===== src/rtl/irq_router_pkg.sv =====
package irq_router_pkg;
  localparam int WORD_W   = 32;
  localparam int N_BANK   = 2;
  localparam int N_PERIPH = N_BANK * WORD_W;
  localparam int N_LOCAL  = 8;
  localparam int SEL_W    = 7;
  localparam int N_SHORT  = 11;
  localparam int SUM_BANK_LSB  = N_LOCAL;
  localparam int SUM_SHORT_LSB = SUM_BANK_LSB + N_BANK;

  localparam int OFF_SUMMARY = 'h00;
  localparam int OFF_PEND0   = 'h04;
  localparam int OFF_FIQCTL  = 'h0C;
  localparam int OFF_SET0    = 'h10;
  localparam int OFF_LSET    = 'h18;
  localparam int OFF_CLR0    = 'h1C;
  localparam int OFF_LCLR    = 'h24;

  // peripheral line copied into summary bit SUM_SHORT_LSB + k
  function automatic int short_src(input int k);
    case (k)
      0: return 7;
      1: return 9;
      2: return 10;
      3: return 18;
      4: return 19;
      5: return 53;
      6: return 54;
      7: return 55;
      8: return 56;
      9: return 57;
      default: return 62;
    endcase
  endfunction
endpackage


===== src/rtl/irq_enable_bank.sv =====
module irq_enable_bank #(
  parameter int W = 32
) (
  input  logic         clk_i,
  input  logic         rst_ni,
  input  logic         set_i,
  input  logic         clr_i,
  input  logic [W-1:0] bits_i,
  output logic [W-1:0] en_o
);
  logic [W-1:0] en_q;

  always_ff @(posedge clk_i or negedge rst_ni) begin
    if (!rst_ni)    en_q <= '0;
    else if (set_i) en_q <= en_q | bits_i;
    else if (clr_i) en_q <= en_q & ~bits_i;
  end

  assign en_o = en_q;
endmodule


===== src/rtl/irq_fiq_sel.sv =====
module irq_fiq_sel
  import irq_router_pkg::*;
(
  input  logic                clk_i,
  input  logic                rst_ni,
  input  logic                we_i,
  input  logic [7:0]          ctl_i,
  input  logic [N_PERIPH-1:0] periph_i,
  input  logic [N_LOCAL-1:0]  local_i,
  output logic [7:0]          ctl_o,
  output logic                fiq_o
);
  localparam int PW = $clog2(N_PERIPH);
  localparam int LW = $clog2(N_LOCAL);

  logic [SEL_W-1:0] sel_q;
  logic             en_q;
  logic [SEL_W-1:0] loc_off;
  logic             hit;
  logic             fiq_q;

  always_ff @(posedge clk_i or negedge rst_ni) begin
    if (!rst_ni) begin
      sel_q <= '0;
      en_q  <= 1'b0;
    end else if (we_i) begin
      sel_q <= ctl_i[SEL_W-1:0];
      en_q  <= ctl_i[7];
    end
  end

  assign loc_off = sel_q - SEL_W'(N_PERIPH);

  always_comb begin
    if (int'(sel_q) < N_PERIPH)                hit = periph_i[sel_q[PW-1:0]];
    else if (int'(sel_q) < N_PERIPH + N_LOCAL) hit = local_i[loc_off[LW-1:0]];
    else                                       hit = 1'b0;
  end

  always_ff @(posedge clk_i or negedge rst_ni) begin
    if (!rst_ni) fiq_q <= 1'b0;
    else         fiq_q <= en_q & hit;
  end

  assign ctl_o = {en_q, sel_q};
  assign fiq_o = fiq_q;
endmodule


===== src/rtl/irq_readback.sv =====
module irq_readback
  import irq_router_pkg::*;
#(
  parameter int ADDR_W = 8
) (
  input  logic [ADDR_W-1:0]   addr_i,
  input  logic [N_PERIPH-1:0] pend_p_i,
  input  logic [N_PERIPH-1:0] en_p_i,
  input  logic [N_LOCAL-1:0]  pend_l_i,
  input  logic [N_LOCAL-1:0]  en_l_i,
  input  logic [7:0]          ctl_i,
  output logic [WORD_W-1:0]   rdata_o
);
  logic [WORD_W-1:0] summary;

  always_comb begin
    summary = '0;
    summary[N_LOCAL-1:0] = pend_l_i;
    for (int b = 0; b < N_BANK; b++)
      summary[SUM_BANK_LSB+b] = |pend_p_i[b*WORD_W +: WORD_W];
    for (int k = 0; k < N_SHORT; k++)
      summary[SUM_SHORT_LSB+k] = pend_p_i[short_src(k)];
  end

  always_comb begin
    rdata_o = '0;
    if (addr_i == ADDR_W'(OFF_SUMMARY)) rdata_o = summary;
    if (addr_i == ADDR_W'(OFF_FIQCTL))  rdata_o = {24'h0, ctl_i};
    if (addr_i == ADDR_W'(OFF_LSET))    rdata_o = {{(WORD_W-N_LOCAL){1'b0}}, en_l_i};
    if (addr_i == ADDR_W'(OFF_LCLR))    rdata_o = ~{{(WORD_W-N_LOCAL){1'b0}}, en_l_i};
    for (int b = 0; b < N_BANK; b++) begin
      if (addr_i == ADDR_W'(OFF_PEND0 + 4*b)) rdata_o = pend_p_i[b*WORD_W +: WORD_W];
      if (addr_i == ADDR_W'(OFF_SET0 + 4*b))  rdata_o = en_p_i[b*WORD_W +: WORD_W];
      if (addr_i == ADDR_W'(OFF_CLR0 + 4*b))  rdata_o = ~en_p_i[b*WORD_W +: WORD_W];
    end
  end
endmodule


===== src/rtl/irq_router.sv =====
module irq_router
  import irq_router_pkg::*;
#(
  parameter int ADDR_W = 8
) (
  input  logic                clk_i,
  input  logic                rst_ni,
  input  logic [ADDR_W-1:0]   addr_i,
  input  logic                we_i,
  input  logic [WORD_W-1:0]   wdata_i,
  output logic [WORD_W-1:0]   rdata_o,
  input  logic [N_PERIPH-1:0] periph_i,
  input  logic [N_LOCAL-1:0]  local_i,
  output logic                irq_o,
  output logic                fiq_o
);
  logic [N_PERIPH-1:0] en_periph;
  logic [N_LOCAL-1:0]  en_local;
  logic [N_PERIPH-1:0] pend_periph;
  logic [N_LOCAL-1:0]  pend_local;
  logic [7:0]          fiq_ctl;
  logic                irq_q;

  for (genvar b = 0; b < N_BANK; b++) begin : g_bank
    irq_enable_bank #(.W(WORD_W)) u_bank (
      .clk_i  (clk_i),
      .rst_ni (rst_ni),
      .set_i  (we_i && addr_i == ADDR_W'(OFF_SET0 + 4*b)),
      .clr_i  (we_i && addr_i == ADDR_W'(OFF_CLR0 + 4*b)),
      .bits_i (wdata_i),
      .en_o   (en_periph[b*WORD_W +: WORD_W])
    );
  end

  irq_enable_bank #(.W(N_LOCAL)) u_local (
    .clk_i  (clk_i),
    .rst_ni (rst_ni),
    .set_i  (we_i && addr_i == ADDR_W'(OFF_LSET)),
    .clr_i  (we_i && addr_i == ADDR_W'(OFF_LCLR)),
    .bits_i (wdata_i[N_LOCAL-1:0]),
    .en_o   (en_local)
  );

  irq_fiq_sel u_fiq (
    .clk_i    (clk_i),
    .rst_ni   (rst_ni),
    .we_i     (we_i && addr_i == ADDR_W'(OFF_FIQCTL)),
    .ctl_i    (wdata_i[7:0]),
    .periph_i (periph_i),
    .local_i  (local_i),
    .ctl_o    (fiq_ctl),
    .fiq_o    (fiq_o)
  );

  assign pend_periph = periph_i & en_periph;
  assign pend_local  = local_i & en_local;

  always_ff @(posedge clk_i or negedge rst_ni) begin
    if (!rst_ni) irq_q <= 1'b0;
    else         irq_q <= (|pend_periph) | (|pend_local);
  end
  assign irq_o = irq_q;

  irq_readback #(.ADDR_W(ADDR_W)) u_rd (
    .addr_i   (addr_i),
    .pend_p_i (pend_periph),
    .en_p_i   (en_periph),
    .pend_l_i (pend_local),
    .en_l_i   (en_local),
    .ctl_i    (fiq_ctl),
    .rdata_o  (rdata_o)
  );
endmodule


===== config.mk =====
export PLATFORM = sky130hd
export DESIGN_NAME = irq_router
export DESIGN_NICKNAME = d
export VERILOG_FILES = /design/src/rtl/irq_router_pkg.sv /design/src/rtl/irq_enable_bank.sv /design/src/rtl/irq_fiq_sel.sv /design/src/rtl/irq_readback.sv /design/src/rtl/irq_router.sv
export SDC_FILE = /design/constraint.sdc
export NUM_CORES = 1
export LEC_CHECK = 0
export BUFFER_PORTS_ARGS = -buffer_cell sky130_fd_sc_hd__buf_2
export CORE_MARGIN = 10
export CORE_UTILIZATION = 60
export DETAILED_ROUTE_END_ITERATION = 8
export GPL_TIMING_DRIVEN = 0
export PLACE_DENSITY_LB_ADDON = 0.05
export REMOVE_ABC_BUFFERS = 1
export SETUP_SLACK_MARGIN = 0.02
export SYNTH_ARGS = -nofsm -noshare
export SYNTH_HDL_FRONTEND = slang
export SYNTH_SLANG_ARGS = --single-unit

===== constraint.sdc =====
create_clock -name clk_i -period 3.6 [get_ports clk_i]
set_input_delay 0.18 -clock clk_i [delete_from_list [all_inputs] [get_ports clk_i]]
set_output_delay 0.18 -clock clk_i [all_outputs]
set_load 0.01 [all_outputs]

==> impl_metrics.csv <==
group,metric,value,unit
pwr,irDropWorstVdd,254.1,uV
synthesis,yosysWarnings,0,
floorplanning,start_util,0.6071,
clock_tree,htreeDepth,3,
detailed_routing,drtIter0Drc,1538,
setup_path,critPathArrivalTime,3270,ps
synthesis,synth_area_leaders,"dfrtp_1, a22o_1, nand2_1",
setup_path,start_kind,"input pin",
finish,diodes,0,
timing,fmax,290.2,MHz
floorplanning,io_pins,149,
synthesis,avgSynthCellArea,8.364,um^2
clock_tree,clk_latency,390,ps
finish,finish.utilization,0.6825,
synthesis,ys_seq_area_frac,0.3145,
setup_path,path_class,"input pin to output pin",
clock_tree,tritoncts,"yes",
timing,rsz0062_at_grt,"false",
finish,syn2layout_area_growth,12.41,%
timing,worst_pin_slew,1323,ps
timing,clock_skew,10.47,ps
finish,fin_cells,1023,
place,place_hpwl,19820,um
timing,final.period_utilization,0.9571,
pwr,p_leak,3.314,nW
pwr,p_per_area,300.1,mW/mm^2
global_route,grt_overflow,0,
synthesis,synthCells,780,
timing,slew_viol_final,0,
timing,tns,0,ps
clock_tree,clockBufferDepth,2,
synthesis,ys_seq_elements,82,
global_route,grt_start_max_net_pins,45,
clock_tree,cts-buffers-inserted,9,
detailed_routing,via_per_inst,7.422,
timing,holdWs,55.81,ps
worst_hold_path,hold_depth,2,
clock_tree,cts_sinks,82,
synthesis,synthArstFlopShare,1.000,
global_route,grt_pass1_wl,42150,um
setup_path,required,3420,ps
setup_path,endpoint_kind,"output pin",
setup_path,worst-path-max-fanout,40,
synthesis,synthDistinctLibCells,56,
timing,relSlewSlack,0.1180,
synthesis,syn-cell-area,0.006524,mm^2
status,status,"completed",
floorplanning,rows,38,
synthesis,synthMostInstantiatedCell,"nand2_1",
place,port_buffers,148,
floorplanning,die_h,124.3,um
global_route,grtUsageTotal,0.3374,
finish,num-nets-final,994,
global_route,first_global_vias,7315,
floorplanning,dieWidth,124.3,um
worst_hold_path,hold_class,"input pin to flop",
place,dpl.cell_count,1006,
run,cap_viol_max_count,0,
synthesis,yosysTopAreaCellShare,0.3145,
detailed_routing,route.detailed.drc,0,
floorplanning,core_area,0.01075,mm^2
timing,hold_viol,0,
pwr,p_total,2.201,mW
global_route,antenna_found_initial,0,
synthesis,synth_ff_type,"dfrtp_1",
detailed_routing,vias,7593,
synthesis,synth_largest_area_cell,"dfrtp_1",
timing,min_period,3446,ps
timing,finalSetupViolCount,0,
detailed_routing,ant_nets,0,
floorplanning,dieArea,0.01544,mm^2
finish,layout-drive-gt1-share,0.2390,
synthesis,synth_common_cells,"nand2_1, a21oi_1, dfrtp_1",
synthesis,synth_edf_count,0,
setup_path,r2r_cells,5,
detailed_routing,drt_wl_total,27470,um
clock_tree,clk_pin_slew,90,ps
clock_tree,cts_root_buf,"clkbuf_8",
detailed_routing,firstDrtPassIters,7,
detailed_routing,routedWlPerCell,26.85,um
place,globalplace.congestion,1.043,
critical path: stages:
cell,delay (ps)
buf_2,340
or4b_1,1160
nor2_4,730
a2111oi_0,220
nor3_1,330
o21ai_1,110
buf_2,160
repair_timing:
item,CTS,global route
gates resized for setup,3,1
setup buffers,0,0
endpoints found under the setup margin,43,3
hold endpoints to repair,38,0
pin swaps,1,0
hold buffers,1,0
cloned,1,0
metal layers:
| metal | GRT usage | part of all wire |
|---|---|---|
| met5 | 0 | 0 |
| met4 | 0.1618 | 0.045 |
| met3 | 0.09830 | 0.14 |
| met2 | 0.4966 | 0.43 |
| met1 | 0.4443 | 0.38 |
where the power goes:
part	total [mW]	internal (mW)	leakage, nW	switching [mW]
Clock	0.735	0.373	0.106	0.362
Sequential	1.04	0.967	1.13	0.0767
Combinational	0.422	0.176	2.08	0.246
cell type report:
cell class,instances,area (um^2)
fill,895,3412
sequential,82,2052
timing repair buffer,150,773.2
tap,140,175.2
inverter,13,48.80
clock buffer,13,168.9
clock inverter,2,35.03
multi-input combinational,623,4080
cells by family after synthesis:
kind of cell              count (synthesis)  share of synthesized area
and+or+nand+nor                         262                     0.1945
buffers and inverters                    76                    0.06617
xor gates and xnor gates                  1                   0.001343
AOI/OAI and AO/OA                       331                     0.3445
DFF                                      82                     0.3145
muxes                                    28                    0.07902
placed cells by master, fill, tap and decap left out, types with 10 or more instances in the layout:
cell type	n
o21ai_1	20
a22o_1	72
inv_1	12
a22oi_1	39
and3_1	13
o21ai_0	35
buf_2	147
nand4_1	12
nand2_1	142
dfrtp_1	82
a21o_1	22
a21oi_1	84
o22ai_1	10
nor2_1	41
mux4_2	18
a31oi_1	14
clkbuf_8	12
through the flow:
stage	setup slack, ps	instance area [um^2]
after detailed placement	-509.3	7084
final	154.3	7333
after CTS	57.26	7320
after floorplan	855.7	6141
after global routing	50.96	7333
after global placement	-642.7	7057
path summary, 6_finish.rpt:
check | startpoint | slack, ps | end
max in group asynchronous | rst_ni | 2650 | asynchronous set/reset pin
min | wdata_i[19] | 60 | flop
max | addr_i[5] | 150 | rdata_o[5]
max reg2reg | u_fiq.sel_q[0] | 690 | u_fiq.fiq_o
min in group asynchronous | rst_ni | 310 | asynchronous set/reset pin
min reg2reg | flop | 560 | flop
No activity file was read; power rests on OpenSTA's default activity.
